===== src/rtl/pwb_pkg.sv =====
// Package: shared defaults for the page write collector.
// Assumes: one page holds a power-of-two number of bytes.
package pwb_pkg;
    localparam int unsigned PWB_ADDR_W       = 8;
    localparam int unsigned PWB_DATA_W       = 8;
    localparam int unsigned PWB_PAGE_BYTES   = 8;
    localparam int unsigned PWB_WRITE_CYCLES = 250000;   // 5 ms at 50 MHz
endpackage


===== src/rtl/pwb_slot_buffer.sv =====
// Module: pwb_slot_buffer
// Holds one page of data bytes, one slot per in-page offset, together with
// a mask of the slots written since the last clear.
// Assumes: a clear and a write in the same clock resolve to the clear.
module pwb_slot_buffer #(
    parameter int unsigned DATA_W     = 8,
    parameter int unsigned PAGE_BYTES = 8,
    localparam int unsigned OFF_W     = $clog2(PAGE_BYTES)
) (
    input  logic                  clk,
    input  logic                  rst_n,
    input  logic                  clear,
    input  logic                  wr_en,
    input  logic [OFF_W-1:0]      wr_slot,
    input  logic [DATA_W-1:0]     wr_data,
    input  logic [OFF_W-1:0]      rd_slot,
    output logic [DATA_W-1:0]     rd_data,
    output logic [PAGE_BYTES-1:0] mask
);
    logic [DATA_W-1:0] slot_q [PAGE_BYTES];

    for (genvar i = 0; i < PAGE_BYTES; i++) begin : g_slot
        // Mark the slot when it is written; drop the mark on clear.
        always_ff @(posedge clk) begin
            if (!rst_n)
                mask[i] <= 1'b0;
            else if (clear)
                mask[i] <= 1'b0;
            else if (wr_en && wr_slot == OFF_W'(i))
                mask[i] <= 1'b1;
        end

        // Capture the data byte destined for this slot.
        always_ff @(posedge clk) begin
            if (!rst_n)
                slot_q[i] <= '0;
            else if (!clear && wr_en && wr_slot == OFF_W'(i))
                slot_q[i] <= wr_data;
        end
    end

    // Present the slot chosen by the commit walk.
    always_comb rd_data = slot_q[rd_slot];
endmodule


===== src/rtl/pwb_addr_track.sv =====
// Module: pwb_addr_track
// Shared word address counter. A load takes the full address. A step
// advances only the in-page offset, which wraps so the page bits stay fixed.
// Assumes: load and step are already gated off by the caller while busy.
module pwb_addr_track #(
    parameter int unsigned ADDR_W     = 8,
    parameter int unsigned PAGE_BYTES = 8,
    localparam int unsigned OFF_W     = $clog2(PAGE_BYTES)
) (
    input  logic              clk,
    input  logic              rst_n,
    input  logic              load,
    input  logic [ADDR_W-1:0] load_addr,
    input  logic              step,
    output logic [ADDR_W-1:0] cur
);
    // Hold, load, or step the offset inside the page.
    always_ff @(posedge clk) begin
        if (!rst_n)
            cur <= '0;
        else if (load)
            cur <= load_addr;
        else if (step)
            cur[OFF_W-1:0] <= cur[OFF_W-1:0] + OFF_W'(1);
    end

    AST_PAGE_HOLD: assert property (@(posedge clk) disable iff (!rst_n)
        (step && !load) |=> cur[ADDR_W-1:OFF_W] == $past(cur[ADDR_W-1:OFF_W]));
endmodule


===== src/rtl/pwb_write_timer.sv =====
// Module: pwb_write_timer
// Self-timed write window. A launch raises busy for exactly WRITE_CYCLES
// clocks. The phase output counts the clocks elapsed inside the window.
// Assumes: WRITE_CYCLES is at least 2; launch is ignored while busy.
module pwb_write_timer #(
    parameter int unsigned WRITE_CYCLES = 250000,
    localparam int unsigned CNT_W       = $clog2(WRITE_CYCLES)
) (
    input  logic             clk,
    input  logic             rst_n,
    input  logic             launch,
    output logic             busy,
    output logic [CNT_W-1:0] phase,
    output logic             done
);
    localparam logic [CNT_W-1:0] LAST = CNT_W'(WRITE_CYCLES - 1);

    // The last clock of the window.
    always_comb done = busy && (phase == LAST);

    // Open the window on launch and close it after the last phase.
    always_ff @(posedge clk) begin
        if (!rst_n) begin
            busy  <= 1'b0;
            phase <= '0;
        end else if (!busy) begin
            busy  <= launch;
            phase <= '0;
        end else if (done) begin
            busy  <= 1'b0;
            phase <= '0;
        end else begin
            phase <= phase + CNT_W'(1);
        end
    end

    AST_BUSY_HOLD: assert property (@(posedge clk) disable iff (!rst_n)
        (busy && !done) |=> busy);
    AST_BUSY_CLOSE: assert property (@(posedge clk) disable iff (!rst_n)
        done |=> !busy);
endmodule


===== src/rtl/page_write_ctrl.sv =====
// Module: page_write_ctrl
// Collects one page of write bytes. On a stop that follows data, it commits
// the marked slots to the array during a self-timed busy window; write
// protect suppresses the array writes.
// Assumes: WRITE_CYCLES >= PAGE_BYTES, so the commit walk fits the window.
// Assumes: the strobes are one clock wide and come from the slave engine.
module page_write_ctrl
    import pwb_pkg::*;
#(
    parameter int unsigned ADDR_W       = PWB_ADDR_W,
    parameter int unsigned DATA_W       = PWB_DATA_W,
    parameter int unsigned PAGE_BYTES   = PWB_PAGE_BYTES,
    parameter int unsigned WRITE_CYCLES = PWB_WRITE_CYCLES
) (
    input  logic              clk,
    input  logic              rst_n,
    input  logic              txn_start,
    input  logic              addr_load,
    input  logic [ADDR_W-1:0] addr_in,
    input  logic              byte_valid,
    input  logic [DATA_W-1:0] byte_data,
    input  logic              stop_seen,
    input  logic              wp_level,
    output logic              mem_we,
    output logic [ADDR_W-1:0] mem_addr,
    output logic [DATA_W-1:0] mem_wdata,
    output logic              busy,
    output logic [ADDR_W-1:0] cur_addr
);
    localparam int unsigned OFF_W = $clog2(PAGE_BYTES);
    localparam int unsigned CNT_W = $clog2(WRITE_CYCLES);

    logic                  accept_start, accept_load, accept_byte, launch;
    logic                  win_done, buf_clear;
    logic [CNT_W-1:0]      phase;
    logic [OFF_W-1:0]      walk_slot;
    logic                  walk_active;
    logic [PAGE_BYTES-1:0] mask;
    logic [DATA_W-1:0]     slot_data;

    // Gate the transaction strobes with busy so the window ignores them.
    always_comb begin
        accept_start = txn_start  && !busy;
        accept_load  = addr_load  && !busy;
        accept_byte  = byte_valid && !busy;
        launch       = stop_seen  && !busy && (|mask);
        buf_clear    = accept_start || win_done;
    end

    pwb_slot_buffer #(.DATA_W(DATA_W), .PAGE_BYTES(PAGE_BYTES)) u_buf (
        .clk     (clk),
        .rst_n   (rst_n),
        .clear   (buf_clear),
        .wr_en   (accept_byte),
        .wr_slot (cur_addr[OFF_W-1:0]),
        .wr_data (byte_data),
        .rd_slot (walk_slot),
        .rd_data (slot_data),
        .mask    (mask)
    );

    pwb_addr_track #(.ADDR_W(ADDR_W), .PAGE_BYTES(PAGE_BYTES)) u_addr (
        .clk       (clk),
        .rst_n     (rst_n),
        .load      (accept_load),
        .load_addr (addr_in),
        .step      (accept_byte),
        .cur       (cur_addr)
    );

    pwb_write_timer #(.WRITE_CYCLES(WRITE_CYCLES)) u_timer (
        .clk    (clk),
        .rst_n  (rst_n),
        .launch (launch),
        .busy   (busy),
        .phase  (phase),
        .done   (win_done)
    );

    // Walk the slots in ascending order during the first phases of the window.
    always_comb begin
        walk_active = busy && (phase < CNT_W'(PAGE_BYTES));
        walk_slot   = phase[OFF_W-1:0];
    end

    // Issue one array write per marked slot unless write protect is high.
    always_comb begin
        mem_we    = walk_active && mask[walk_slot] && !wp_level;
        mem_addr  = {cur_addr[ADDR_W-1:OFF_W], walk_slot};
        mem_wdata = slot_data;
    end

    AST_LAUNCH_BUSY: assert property (@(posedge clk) disable iff (!rst_n)
        (stop_seen && !busy && mask != '0) |=> busy);
    AST_EMPTY_STOP: assert property (@(posedge clk) disable iff (!rst_n)
        (stop_seen && !busy && mask == '0) |=> !busy);
    AST_WE_IN_WINDOW: assert property (@(posedge clk) disable iff (!rst_n)
        mem_we |-> busy);
    AST_ADDR_FROZEN: assert property (@(posedge clk) disable iff (!rst_n)
        busy |=> $stable(cur_addr));
    AST_WE_MARKED: assert property (@(posedge clk) disable iff (!rst_n)
        mem_we |-> $countones(mask) != 0);
endmodule


===== config.mk =====
export PLATFORM = sky130hd
export DESIGN_NAME = page_write_ctrl
export DESIGN_NICKNAME = d
export VERILOG_FILES = /design/src/rtl/pwb_pkg.sv /design/src/rtl/pwb_slot_buffer.sv /design/src/rtl/pwb_addr_track.sv /design/src/rtl/pwb_write_timer.sv /design/src/rtl/page_write_ctrl.sv
export SDC_FILE = /design/constraint.sdc
export NUM_CORES = 1
export LEC_CHECK = 0
export BUFFER_PORTS_ARGS = -buffer_cell sky130_fd_sc_hd__buf_2
export CAP_MARGIN = 40
export CELL_PAD_IN_SITES_DETAIL_PLACEMENT = 1
export CELL_PAD_IN_SITES_GLOBAL_PLACEMENT = 1
export CORE_ASPECT_RATIO = 2
export CORE_MARGIN = 1
export CORE_UTILIZATION = 50
export DETAILED_ROUTE_END_ITERATION = 7
export PLACE_DENSITY_LB_ADDON = 0.1
export REMOVE_ABC_BUFFERS = 1
export SETUP_SLACK_MARGIN = 0.05
export SLEW_MARGIN = 40
export SYNTH_ARGS = -nofsm -noshare
export SYNTH_HDL_FRONTEND = slang
export SYNTH_SLANG_ARGS = --single-unit

===== constraint.sdc =====
create_clock -name clk -period 4.2 [get_ports clk]
set_clock_uncertainty 0.1 [all_clocks]
set_input_delay 0.21 -clock clk [delete_from_list [all_inputs] [get_ports clk]]
set_output_delay 0.21 -clock clk [all_outputs]
set_load 0.1 [all_outputs]

==> out/results.txt <==
Maximum VDD drop: 271.0 uV
Ys async rst share: 0
TritonCTS buffer count: 9
CTS sink count: 99
Post-CTS setup buffers: 0
Crit. End Element: flip-flop
CP max-delay cell: dfxtp_1
Layout cell share with drive strength beyond 1: 0.2127
Antenna violations before repair: 0
Initial Utilization: 0.5227
Number of fill cells: 945
Vias per cell: 5.989
Worst path required time: 4.29 ns
GRT overflow: 0
Core area: 8708 um2
Largest net degree at the start of global routing: 36
Final ANT Viol Nets: 0
CP cell instances: buf_4, ha_1, nand3_1, nor3_1, a21o_1, nor2_1
IO buf count: 48
Worst-path clk slew: 0.07 ns
Post_cts resized: 0
Gate Count Post-Synth: 401
Setup CP Type: reg -> reg
FF+latch area: 2623 um2
Pwr per Cell Area: 440.2 nW/um2
RSZ-0062 raised after global routing: no
DR DRC count: 0
HPWL after DPL: 8.625 mm
Total power: 0.002233 W
Final Hold Viols: 0
TritonCTS clock tree: built
Post-synth top flop: edfxtp_1
Status: finished clean
Count of cell types in the netlist: 38
CP max stage delay: 0.80 ns
Die Y: 136.9 um
First-pass GRT wire length: 18.95 mm
Register bit total from synthesis: 99
Root cell of the clock tree: clkbuf_16
Initial DRT Pass Iterations: 4
H-Tree Depth: 3
Worst slack at placement: 1.321 ns
Gr usage total: 0.2736
Area of the multi-input gates: 1735 um2
Critical Path AT: 2.98 ns
Max-Cap Viols: 0
Syn Area/Cell: 11.35 um2
Die Wd: 69.47 um
Setup slack after layout: 1.308 ns
DR iter-0 viols: 93
Die area: 9512 um2
Routed via count: 3,246
I/O pin count: 49
Post-synth EDFFs: 64
Final Setup Violations: 0
Final Cell Area: 5072 um2
Cell Area, Placed: 4780 um2
Bufs on Longest Clock Path: 2
Num rows: 48
Tmin final: 2.892 ns
Area Overhead vs Synth: 11.43%
Mapped Area: 4552 um2
Routed len/inst: 22.07 um
Hold_buf cts: 0
P_leak: 1.800 nW
Diode count: 0
Max Slew Vio Count: 0
Setup TNS: 0 ns
Crit-path max FO: 19
Vias in the first global route: 3,599
Final worst-path cycle share: 0.6887
Fin nets: 467
Routed Wire Length: 11.96 mm
Worst-case headroom to the max-slew limit: 0.4795
Total of warnings raised by yosys: 0
Hold WC Path Type: in -> reg
Fmax: 0.3457 GHz
GPL Wtd Cong: 0.7671
Sequential-to-total area share from yosys stat: 0.5761
Worst setup SP type: flip-flop
Worst-Skew Late Latency: 0.34 ns
Fin Hold WS: 0.01513 ns
Worst Tran Pin Value: 0.7797 ns
flip-flops by register name, indices dropped and copies added, names as in the netlist:
| signal | count |
|---|---|
| u_addr.cur | 8 |
| u_buf.mask | 8 |
| u_buf.slot_q | 64 |
| u_timer.busy | 1 |
| u_timer.phase | 18 |
synth_stat cells (all sizes together), types with 5 or more instances:
cell type  instances  area share
mux2               8       0.020
dfxtp             35        0.15
mux4              18       0.089
buf               17       0.028
ha                 7       0.019
nand2             45       0.037
a21oi              6      0.0066
xnor2             13       0.025
nor3               6      0.0066
inv                9      0.0074
nor2b              7      0.0096
nor2              93       0.077
nand3             20       0.023
nand4              5      0.0069
nor4               9       0.012
a21boi             9       0.015
clkbuf             9      0.0074
edfxtp            64        0.42
routing by layer:
layer,up-vias,GRT usage,share of wire
met1,1630,0.2773,0.36
met4,0,0.1689,0.045
met2,100,0.5162,0.57
met3,35,0.04124,0.030
met5,-,0,0
li1,1481,-,-
metrics by stage:
stage | std cells | utilization
after floorplan | 375 | -
after global placement | 526 | 0.5489
after detailed placement | 526 | 0.5489
after CTS | 542 | 0.5825
after global routing | 542 | 0.5825
final | 542 | 0.5825
layout make-up:
| cell class | count | area share |
|---|---|---|
| Sequential cell | 99 | 0.5170 |
| Multi-Input combinational cell | 267 | 0.3421 |
| Timing Repair Buffer | 51 | 0.05180 |
| Clock buffer | 9 | 0.04440 |
| Tap cell | 100 | 0.02467 |
| Clock inverter | 7 | 0.01332 |
| Inverter | 9 | 0.006660 |
kinds of logic (layout without fill, tap and decap cells):
group                      after synthesis  after routing  synth area share
adders and majority gates                7              7           0.01924
xor gates and xnor gates                15             15           0.02886
AOI/OAI and AO/OA                       24             24           0.03464
DFF                                     99             99            0.5761
and+or+nand+nor                        194            194            0.1875
buffers and inverters                   35             76           0.04260
muxes                                   27             27            0.1111
path summary, 6_finish.rpt:
kind / depth (start not counted) / slack, ns / start / endpoint
worst min register to register: 2 / 0.38 / u_addr.cur[3] / u_addr.cur[3]
worst min-delay path: 3 / 0.02 / addr_in[3] / u_addr.cur[3]
worst max register to register: 6 / 1.31 / u_timer.phase[0] / u_timer.phase[3]
worst max-delay path: 6 / 1.31 / u_timer.phase[0] / u_timer.phase[3]
critical path, delay by kind of cell (launching register included):
family | cells | cell delay, ns
DFF | 1 | 0.80
AOI/OAI and AO/OA | 1 | 0.61
adders and majority gates | 1 | 0.25
buffers and inverters | 1 | 0.30
and+or+nand+nor | 3 | 0.66
placed cells by master, fill, tap and decap left out, types with 2 or more instances in the layout:
master,count
mux4_2,18
clkbuf_16,9
nor2b_1,7
nand2b_1,3
nor2_1,92
buf_4,3
xnor2_1,13
or4_1,3
a21boi_0,9
edfxtp_1,64
a21oi_1,6
nor4_1,9
clkinvlp_4,2
ha_1,7
clkinv_2,2
o21ai_0,3
nand2_1,45
nand3_1,19
buf_2,48
nor3_1,6
dfxtp_1,35
mux2_2,8
xor2_1,2
inv_1,9
nand4_1,5
where the power goes:
part	leakage [nW]	internal [W]	switching [W]	total [W]
clock network	0.139	0.000460	0.000355	0.000814
registers	0.947	0.00107	0.0000249	0.00110
logic	0.714	0.0000720	0.000248	0.000320
(Power assumes the default switching activity.)
